**src/rtl/cp_scan_pkg.sv**
```systemverilog
package cp_scan_pkg;
  localparam int CLS_W = 3;

  typedef enum logic [CLS_W-1:0] {
    CLS_GEN     = 3'd0,
    CLS_BRANCH  = 3'd1,
    CLS_SET     = 3'd2,
    CLS_TRAP    = 3'd3,
    CLS_DBRANCH = 3'd4
  } cls_e;

  // Codes above the last defined class are illegal.
  function automatic logic cls_legal(input logic [CLS_W-1:0] c);
    return c <= CLS_DBRANCH;
  endfunction

  // Number of words between the operation word and the first scan position.
  function automatic logic [1:0] lead_words(input logic [CLS_W-1:0] c);
    return (c == CLS_BRANCH) ? 2'd1 : 2'd2;
  endfunction

  // Number of words consumed this cycle; the two sources add.
  function automatic logic [1:0] step_count(input logic a, input logic b);
    return {1'b0, a} + {1'b0, b};
  endfunction
endpackage

```
**src/rtl/cp_class_decode.sv**
```systemverilog
module cp_class_decode
  import cp_scan_pkg::*;
#(
  parameter int ADDR_W = 32
) (
  input  logic [CLS_W-1:0]  class_i,
  output logic              legal_o,
  output logic [ADDR_W-1:0] lead_bytes_o
);
  localparam int LEAD_W = 3;

  logic [LEAD_W-1:0] lead_b;

  always_comb begin
    legal_o      = cls_legal(class_i);
    lead_b       = {lead_words(class_i), 1'b0};
    lead_bytes_o = ADDR_W'(lead_b);
  end
endmodule

```
**src/rtl/cp_scan_ctrl.sv**
```systemverilog
module cp_scan_ctrl
  import cp_scan_pkg::*;
(
  input  logic       clk,
  input  logic       rst,
  input  logic       start_i,
  input  logic       addr_lsb_i,
  input  logic       legal_i,
  input  logic       consume_ea_i,
  input  logic       consume_cp_i,
  input  logic       done_i,
  output logic       active_o,
  output logic       illegal_o,
  output logic       addr_err_o,
  output logic       ev_load_o,
  output logic       ev_done_o,
  output logic [1:0] step_words_o
);
  logic active_q, illegal_q, addr_err_q;
  logic ev_try, ev_reject;

  always_comb begin
    ev_try       = start_i && !active_q;
    ev_reject    = ev_try && (!legal_i || addr_lsb_i);
    ev_load_o    = ev_try && !ev_reject;
    ev_done_o    = active_q && done_i;
    step_words_o = active_q ? step_count(consume_ea_i, consume_cp_i) : 2'd0;
  end

  always_ff @(posedge clk) begin
    if (rst) begin
      active_q   <= 1'b0;
      illegal_q  <= 1'b0;
      addr_err_q <= 1'b0;
    end else begin
      if (ev_try) begin
        illegal_q  <= !legal_i;
        addr_err_q <= addr_lsb_i;
      end
      if (ev_load_o)      active_q <= 1'b1;
      else if (ev_done_o) active_q <= 1'b0;
    end
  end

  assign active_o   = active_q;
  assign illegal_o  = illegal_q;
  assign addr_err_o = addr_err_q;

  AST_REJECT_STAYS_IDLE: assert property (@(posedge clk) disable iff (rst)
    ev_reject |=> !active_o);
  AST_BUSY_START_IGNORED: assert property (@(posedge clk) disable iff (rst)
    (active_o && start_i && !done_i) |=> (active_o && $stable(illegal_o) && $stable(addr_err_o)));
  AST_DONE_ENDS: assert property (@(posedge clk) disable iff (rst)
    (active_o && done_i) |=> !active_o);
  AST_IDLE_NO_STEP: assert property (@(posedge clk) disable iff (rst)
    !active_o |-> (step_words_o == 2'd0));
endmodule

```
**src/rtl/cp_addr_regs.sv**
```systemverilog
module cp_addr_regs #(
  parameter int ADDR_W = 32
) (
  input  logic              clk,
  input  logic              rst,
  input  logic              ev_load_i,
  input  logic [ADDR_W-1:0] load_addr_i,
  input  logic [ADDR_W-1:0] lead_bytes_i,
  input  logic [1:0]        step_words_i,
  input  logic              ev_done_i,
  output logic [ADDR_W-1:0] scan_o,
  output logic [ADDR_W-1:0] inst_o
);
  localparam int STEP_W = 3;

  logic [ADDR_W-1:0] scan_q, inst_q, scan_next;
  logic [STEP_W-1:0] step_b;

  always_comb begin
    step_b    = {step_words_i, 1'b0};
    scan_next = scan_q + ADDR_W'(step_b);
  end

  always_ff @(posedge clk) begin
    if (rst) begin
      scan_q <= '0;
      inst_q <= '0;
    end else if (ev_load_i) begin
      inst_q <= load_addr_i;
      scan_q <= load_addr_i + lead_bytes_i;
    end else begin
      scan_q <= scan_next;
      if (ev_done_i) inst_q <= scan_next;
    end
  end

  assign scan_o = scan_q;
  assign inst_o = inst_q;

  AST_INST_HOLD: assert property (@(posedge clk) disable iff (rst)
    (!ev_load_i && !ev_done_i) |=> $stable(inst_o));
  AST_COPY_ON_DONE: assert property (@(posedge clk) disable iff (rst)
    (ev_done_i && !ev_load_i) |=> (inst_o == scan_o));
  AST_LEAD_GAP: assert property (@(posedge clk) disable iff (rst)
    ev_load_i |=> ((scan_o - inst_o == ADDR_W'(2)) || (scan_o - inst_o == ADDR_W'(4))));
  AST_NO_STEP_HOLD: assert property (@(posedge clk) disable iff (rst)
    (!ev_load_i && step_words_i == 2'd0) |=> $stable(scan_o));
endmodule

```
**src/rtl/cp_scan_ptr.sv**
```systemverilog
module cp_scan_ptr
  import cp_scan_pkg::*;
#(
  parameter int ADDR_W = 32
) (
  input  logic              clk,
  input  logic              rst,
  input  logic              start_i,
  input  logic [ADDR_W-1:0] start_addr_i,
  input  logic [CLS_W-1:0]  class_i,
  input  logic              consume_ea_i,
  input  logic              consume_cp_i,
  input  logic              done_i,
  output logic [ADDR_W-1:0] scan_addr_o,
  output logic [ADDR_W-1:0] inst_addr_o,
  output logic              active_o,
  output logic              illegal_o,
  output logic              addr_err_o
);
  logic              cls_ok;
  logic [ADDR_W-1:0] lead_bytes;
  logic              ev_load, ev_done;
  logic [1:0]        step_words;

  cp_class_decode #(.ADDR_W(ADDR_W)) u_dec (
    .class_i      (class_i),
    .legal_o      (cls_ok),
    .lead_bytes_o (lead_bytes)
  );

  cp_scan_ctrl u_ctrl (
    .clk          (clk),
    .rst          (rst),
    .start_i      (start_i),
    .addr_lsb_i   (start_addr_i[0]),
    .legal_i      (cls_ok),
    .consume_ea_i (consume_ea_i),
    .consume_cp_i (consume_cp_i),
    .done_i       (done_i),
    .active_o     (active_o),
    .illegal_o    (illegal_o),
    .addr_err_o   (addr_err_o),
    .ev_load_o    (ev_load),
    .ev_done_o    (ev_done),
    .step_words_o (step_words)
  );

  cp_addr_regs #(.ADDR_W(ADDR_W)) u_regs (
    .clk          (clk),
    .rst          (rst),
    .ev_load_i    (ev_load),
    .load_addr_i  (start_addr_i),
    .lead_bytes_i (lead_bytes),
    .step_words_i (step_words),
    .ev_done_i    (ev_done),
    .scan_o       (scan_addr_o),
    .inst_o       (inst_addr_o)
  );

  AST_ODD_START_REFUSED: assert property (@(posedge clk) disable iff (rst)
    (start_i && !active_o && start_addr_i[0]) |=> (addr_err_o && !active_o));
  AST_BAD_CLASS_KEEPS_ADDR: assert property (@(posedge clk) disable iff (rst)
    (start_i && !active_o && class_i > 3'd4) |=> (illegal_o && $stable(inst_addr_o) && $stable(scan_addr_o)));
endmodule

```
**config.mk**
```make
export PLATFORM = sky130hd
export DESIGN_NAME = cp_scan_ptr
export DESIGN_NICKNAME = d
export VERILOG_FILES = /design/src/rtl/cp_scan_pkg.sv /design/src/rtl/cp_class_decode.sv /design/src/rtl/cp_scan_ctrl.sv /design/src/rtl/cp_addr_regs.sv /design/src/rtl/cp_scan_ptr.sv
export SDC_FILE = /design/constraint.sdc
export NUM_CORES = 1
export LEC_CHECK = 0
export ABC_AREA = 1
export CORE_ASPECT_RATIO = 0.75
export CORE_MARGIN = 3
export CORE_UTILIZATION = 55
export CTS_CLUSTER_SIZE = 30
export DETAILED_ROUTE_END_ITERATION = 10
export DONT_BUFFER_PORTS = 1
export PLACE_DENSITY = 0.73
export SLEW_MARGIN = 0
export SYNTH_ARGS = -nofsm -noshare
export SYNTH_HDL_FRONTEND = slang
export SYNTH_SLANG_ARGS = --single-unit
```
**constraint.sdc**
```tcl
create_clock -name clk -period 2.4 [get_ports clk]
set_clock_uncertainty 0.1 [all_clocks]
set_input_delay 0.48 -clock clk [delete_from_list [all_inputs] [get_ports clk]]
set_output_delay 0.48 -clock clk [all_outputs]
set_load 0.005 [all_outputs]
```
Yosys cells after proc, flatten, opt, wreduce, memory -nomap -nowiden
Index checks and enable logic that the tools add are counted.
{ "word_totals": {"regBits": 67, "in_bits": 41, "output_inout_bits": 67, "elab_cells": 26} }
{ "classes": {"add_sub_neg": 3, "order_cmp": 1, "eq_ne": 1, "n_mux": 7, "reduce_logical": 9} }
{ "ops": {"columns": ["cell", "n"], "rows": [
  ["$mux 32", 3],
  ["$add 32x3->32", 2],
  ["$logic_and 1x1->1", 4],
  ["$mux 2", 2],
  ["$eq 3x1->1 const B", 1],
  ["$le 3x3->1 const B", 1],
  ["$logic_not 1->1", 3],
  ["$add 1x1->2", 1],
  ["$mux 1", 2],
  ["$reduce_bool 2->1", 1],
  ["$logic_or 1x1->1", 1]
]} }

Depth between registers and ports, before layout
{ "depth": {"depth_word": 7, "mapped_depth": 15, "mapped_depth_nobuf": 15} }

Modules after synthesis
A second synthesis with hierarchy kept.
{ "unflattened": {"cells_unflattened": 1036, "area_unflattened_um2": 6054.6} }
{ "modules_own_cells": {"columns": ["module", "n_inst", "cells_each", "area_per_inst_um2", "seq_area_each_um2"], "rows": [
  ["cp_addr_regs", 1, 972, 5624.1, 1281.2],
  ["cp_class_decode", 1, 36, 255.2, 0.0],
  ["cp_scan_ctrl", 1, 28, 175.2, 60.1]
]} }

Least setup slack after synthesis
Ideal clock, no wire load.
{ "synth_path": {"path_kind": "input-to-reg", "from": "in class_i[1]", "to": "reg u_regs.scan_q[15] (netlist: u_regs.scan_o[15])", "setup_time_ps": 70, "arrival_time_ps": 2334, "required_time_ps": 2230, "setup_slack_ps": -104, "stages": 10, "path_buffers": 0, "path_cell_list": "nor3_1 -> ha_1 -> inv_1 -> fa_1 -> nor2_4 -> nand2_1 -> nor2_1 -> xor2_1 -> nand2_1 -> a21oi_1"} }
{ "synth_between": {"elab_chain_len": 7, "word_cells_on_any_way": 10, "classes_between": "add/sub (1); order compare (1); eq/ne (1); mux (2); reduce/logical (5)"} }
{ "synth_lines": {"columns": ["element", "line_no", "text"], "rows": [
  ["start: declaration", "cp_scan_ptr.sv:10", "input logic [CLS_W-1:0] class_i,"],
  ["branches (longest 6 deep; another with $add 32x3->32)", null, null],
  ["$mux 32 *", "cp_addr_regs.sv:28", "end else if (ev_load_i) begin"],
  ["end signal: assignment", "cp_addr_regs.sv:30", "scan_q <= load_addr_i + lead_bytes_i;"],
  ["end signal: assignment", "cp_addr_regs.sv:32", "scan_q <= scan_next;"],
  ["end: declaration", "cp_addr_regs.sv:16", "logic [ADDR_W-1:0] scan_q, inst_q, scan_next;"]
]} }
Mark *: on every way between the ends.
A chain may end at the register's enable or synchronous reset.

Worst setup path in the final report
{ "layout_path": {"from": "reg u_ctrl.active_q (netlist: u_ctrl.active_o)", "to": "reg u_regs.inst_q[19] (netlist: u_regs.inst_o[19])"} }
{ "layout_between": {"elab_chain_len": 6, "word_cells_on_any_way": 11, "classes_between": "add/sub (1); mux (3); reduce/logical (7)"} }
{ "layout_lines": {"columns": ["element", "line_no", "text"], "rows": [
  ["start: declaration", "cp_scan_ctrl.sv:19", "logic active_q, illegal_q, addr_err_q;"],
  ["start signal: assignment", "cp_scan_ctrl.sv:32", "active_q <= 1'b0;"],
  ["start signal: assignment", "cp_scan_ctrl.sv:40", "if (ev_load_o) active_q <= 1'b1;"],
  ["start signal: assignment", "cp_scan_ctrl.sv:41", "else if (ev_done_o) active_q <= 1'b0;"],
  ["branches (longest 6 deep; another with $add 32x3->32)", null, null],
  ["end signal: assignment", "cp_addr_regs.sv:29", "inst_q <= load_addr_i;"],
  ["end signal: assignment", "cp_addr_regs.sv:33", "if (ev_done_i) inst_q <= scan_next;"],
  ["end: declaration", "cp_addr_regs.sv:16", null]
]} }
Parallel ways; which one is timed is not known. The select of a mux whose other input is x is not followed.

==> summary.txt <==
outcome: complete, no violations
Top Ports: 108
largest stage delay on the critical path: 0.41 ns
commonest non-fill, non-tap cell in the layout: nand2_1
register bit total from synthesis: 67
initial core utilization: 57.5%
Ys Warns: 0
CP cell instances: nand2_1 > inv_1 > ha_1 > fa_2 > inv_1 > nor2_1 > nand2_1 > nor2_4 > nand2_1 > nand2_1 > nand3_1 > nor2_1 > nor2_1 > nor2_1
Critical-path top delay cell: dfxtp_2
TritonRoute pass-1 iters: 5
input/output buffers: 0
CTS root buf: clkbuf_8
fin area: 0.00497 sq mm
Post-Syn Area: 0.00462 sq mm
max frequency: 461 MHz
antenna violations before repair: 0
CTS Buf Count: 9
data arrival time of the critical path: 2.36 ns
Worst Path Required: 2.59 ns
Worst Path Class, Setup: reg2reg
clk sink count: 67
post-route ant nets: 0
DR WL/cell: 17.4 um
post-synthesis sequential area ratio: 29.1%
initial DRC count: 714
core footprint: 0.00802 sq mm
Post-Synthesis Cells: 796
Worst Path Max Fanout: 7
DR vias/cell: 5.63
vias post-DR: 5139
post-CTS setup buffers: 0
post-place instance area: 0.00478 sq mm
Reg clk slew, reported paths: 0.08 ns
die width: 112 um
Total GRT Usage: 32.9%
max-slew violations: 0
slew margin rel.: 59.8%
DRC Markers: 0
ANT cells: 0
std cell rows: 28
PnR Total Power: 2.49 mW
area growth from synthesis to layout: 7.78%
worst vdd ir: 266 uV
CTS tree: yes
clk_lat worst skew: 0.35 ns
Power Dens Cells: 500 mW/mm^2
Hold Crit Class: in2reg
Non-Filler Instances: 912
Setup crit start kind: register
most frequent cells in the layout: nand2_1 (307), nor2_1 (113), inv_1 (76)
GP Congestion: 0.919
Net Count, Synth: 844
# nets final: 850
grt ovf: 0
vias in the first global route: 4629
Avg Inst Size Synth: 5.80 sq um
cts hold-fix bufs: 0
H-tree levels: 3
Final period util: 90.5%
Total Routed Length: 15.8 mm
endpoints failing hold: 0
final hold slack: 0.0949 ns
Die H: 85.3 um
CP Capture Type: register
Inst Count DP: 896
final setup vio count: 0
dpl hpwl: 12.5 mm
maximum clock path buffer count: 2
area of the die: 0.00954 sq mm
slew at the pin with the worst max-slew slack: 0.602 ns
RSZ-0062 raised after global routing: no
first-pass GRT wire length: 24.6 mm
final setup TNS: 0 ns
Synth cell types: 35
post_cts resized: 0
final worst path period need: 2.17 ns
largest net degree at the start of global routing: 62
fraction of layout cells with a size suffix above 1: 6.32%
max cap viols: 0
static leakage: 2.00 nW
## through the flow
| step | worst slack [ns] | utilization [%] |
|---|---|---|
| after global placement | 0.0000897 | 59.5 |
| final | 0.229 | 62.0 |
| after global routing | 0.0711 | 62.0 |
| after CTS | 0.141 | 62.0 |
| after detailed placement | -0.0992 | 59.5 |
| after floorplan | 0.0127 | - |
## cell usage after synthesis, drive strengths merged
library cell | n | area share [%]
a21oi | 59 | 6.5
a31oi | 3 | 0.41
and2 | 1 | 0.14
buf | 13 | 1.7
clkbuf | 11 | 0.89
dfxtp | 67 | 29
fa | 2 | 0.87
ha | 5 | 1.4
inv | 78 | 6.3
nand2 | 310 | 25
nand3 | 47 | 5.1
nand3b | 18 | 2.9
nand4 | 9 | 1.2
nor2 | 119 | 10
nor3 | 6 | 0.89
o211ai | 1 | 0.16
o21a | 2 | 0.33
o21ai | 23 | 2.5
o21bai | 3 | 0.49
o221ai | 1 | 0.19
or2 | 2 | 0.27
xnor2 | 3 | 0.57
xor2 | 13 | 2.5
## power breakdown
group          switching [mW]  internal, mW
Clock                   0.455         0.503
Combinational           0.202         0.106
Sequential             0.0607          1.16
Total                   0.718          1.77
## per-layer routing
metal,global-route usage (%),routed length [um],vias to the layer above
met5,0,0,-
li1,-,-,2516
met2,45.9,6350,304
met1,50.7,7070,2298
met3,6.99,2110,21
met4,8.95,306,0
## state kept, by name, indices dropped and copies added (netlist names)
register and flops:
u_ctrl.illegal_o 1, u_ctrl.addr_err_o 1, u_regs.inst_o 32, u_ctrl.active_o 1, u_regs.scan_o 32
## final timing paths
path	startpoint	end	slack [ns]	depth (start not counted)
worst max-delay path	u_ctrl.active_o	u_regs.inst_o[19]	0.23	14
worst min-delay path	rst	u_regs.inst_o[10]	0.09	1
worst max register to register	u_ctrl.active_o	u_regs.inst_o[19]	0.23	14
worst min register to register	u_regs.inst_o[10]	u_regs.inst_o[10]	0.39	2
## worst max-delay path, delay by kind of cell (launching register included)
family	cells	cell delay [ns]
DFF	1	0.41
and+or+nand+nor	10	1.07
adders and majority gates	2	0.42
buffers and inverters	2	0.11
## kinds of logic after synthesis
kind of cell               synth area share [%]
AOI/OAI and AO/OA                          10.5
xor gates and xnor gates                   3.04
adders and majority gates                  2.22
buffers and inverters                      8.95
DFF                                        29.1
and+or+nand+nor                            46.2
## layout make-up
type,instances,area (sq um)
timing repair buffer,19,143
fill,802,3050
tap,105,131
sequential,67,1340
clock buffer,11,141
multi-input combinational,627,2870
clock inverter,5,52.6
inverter,78,293
(Power assumes the default switching activity.)
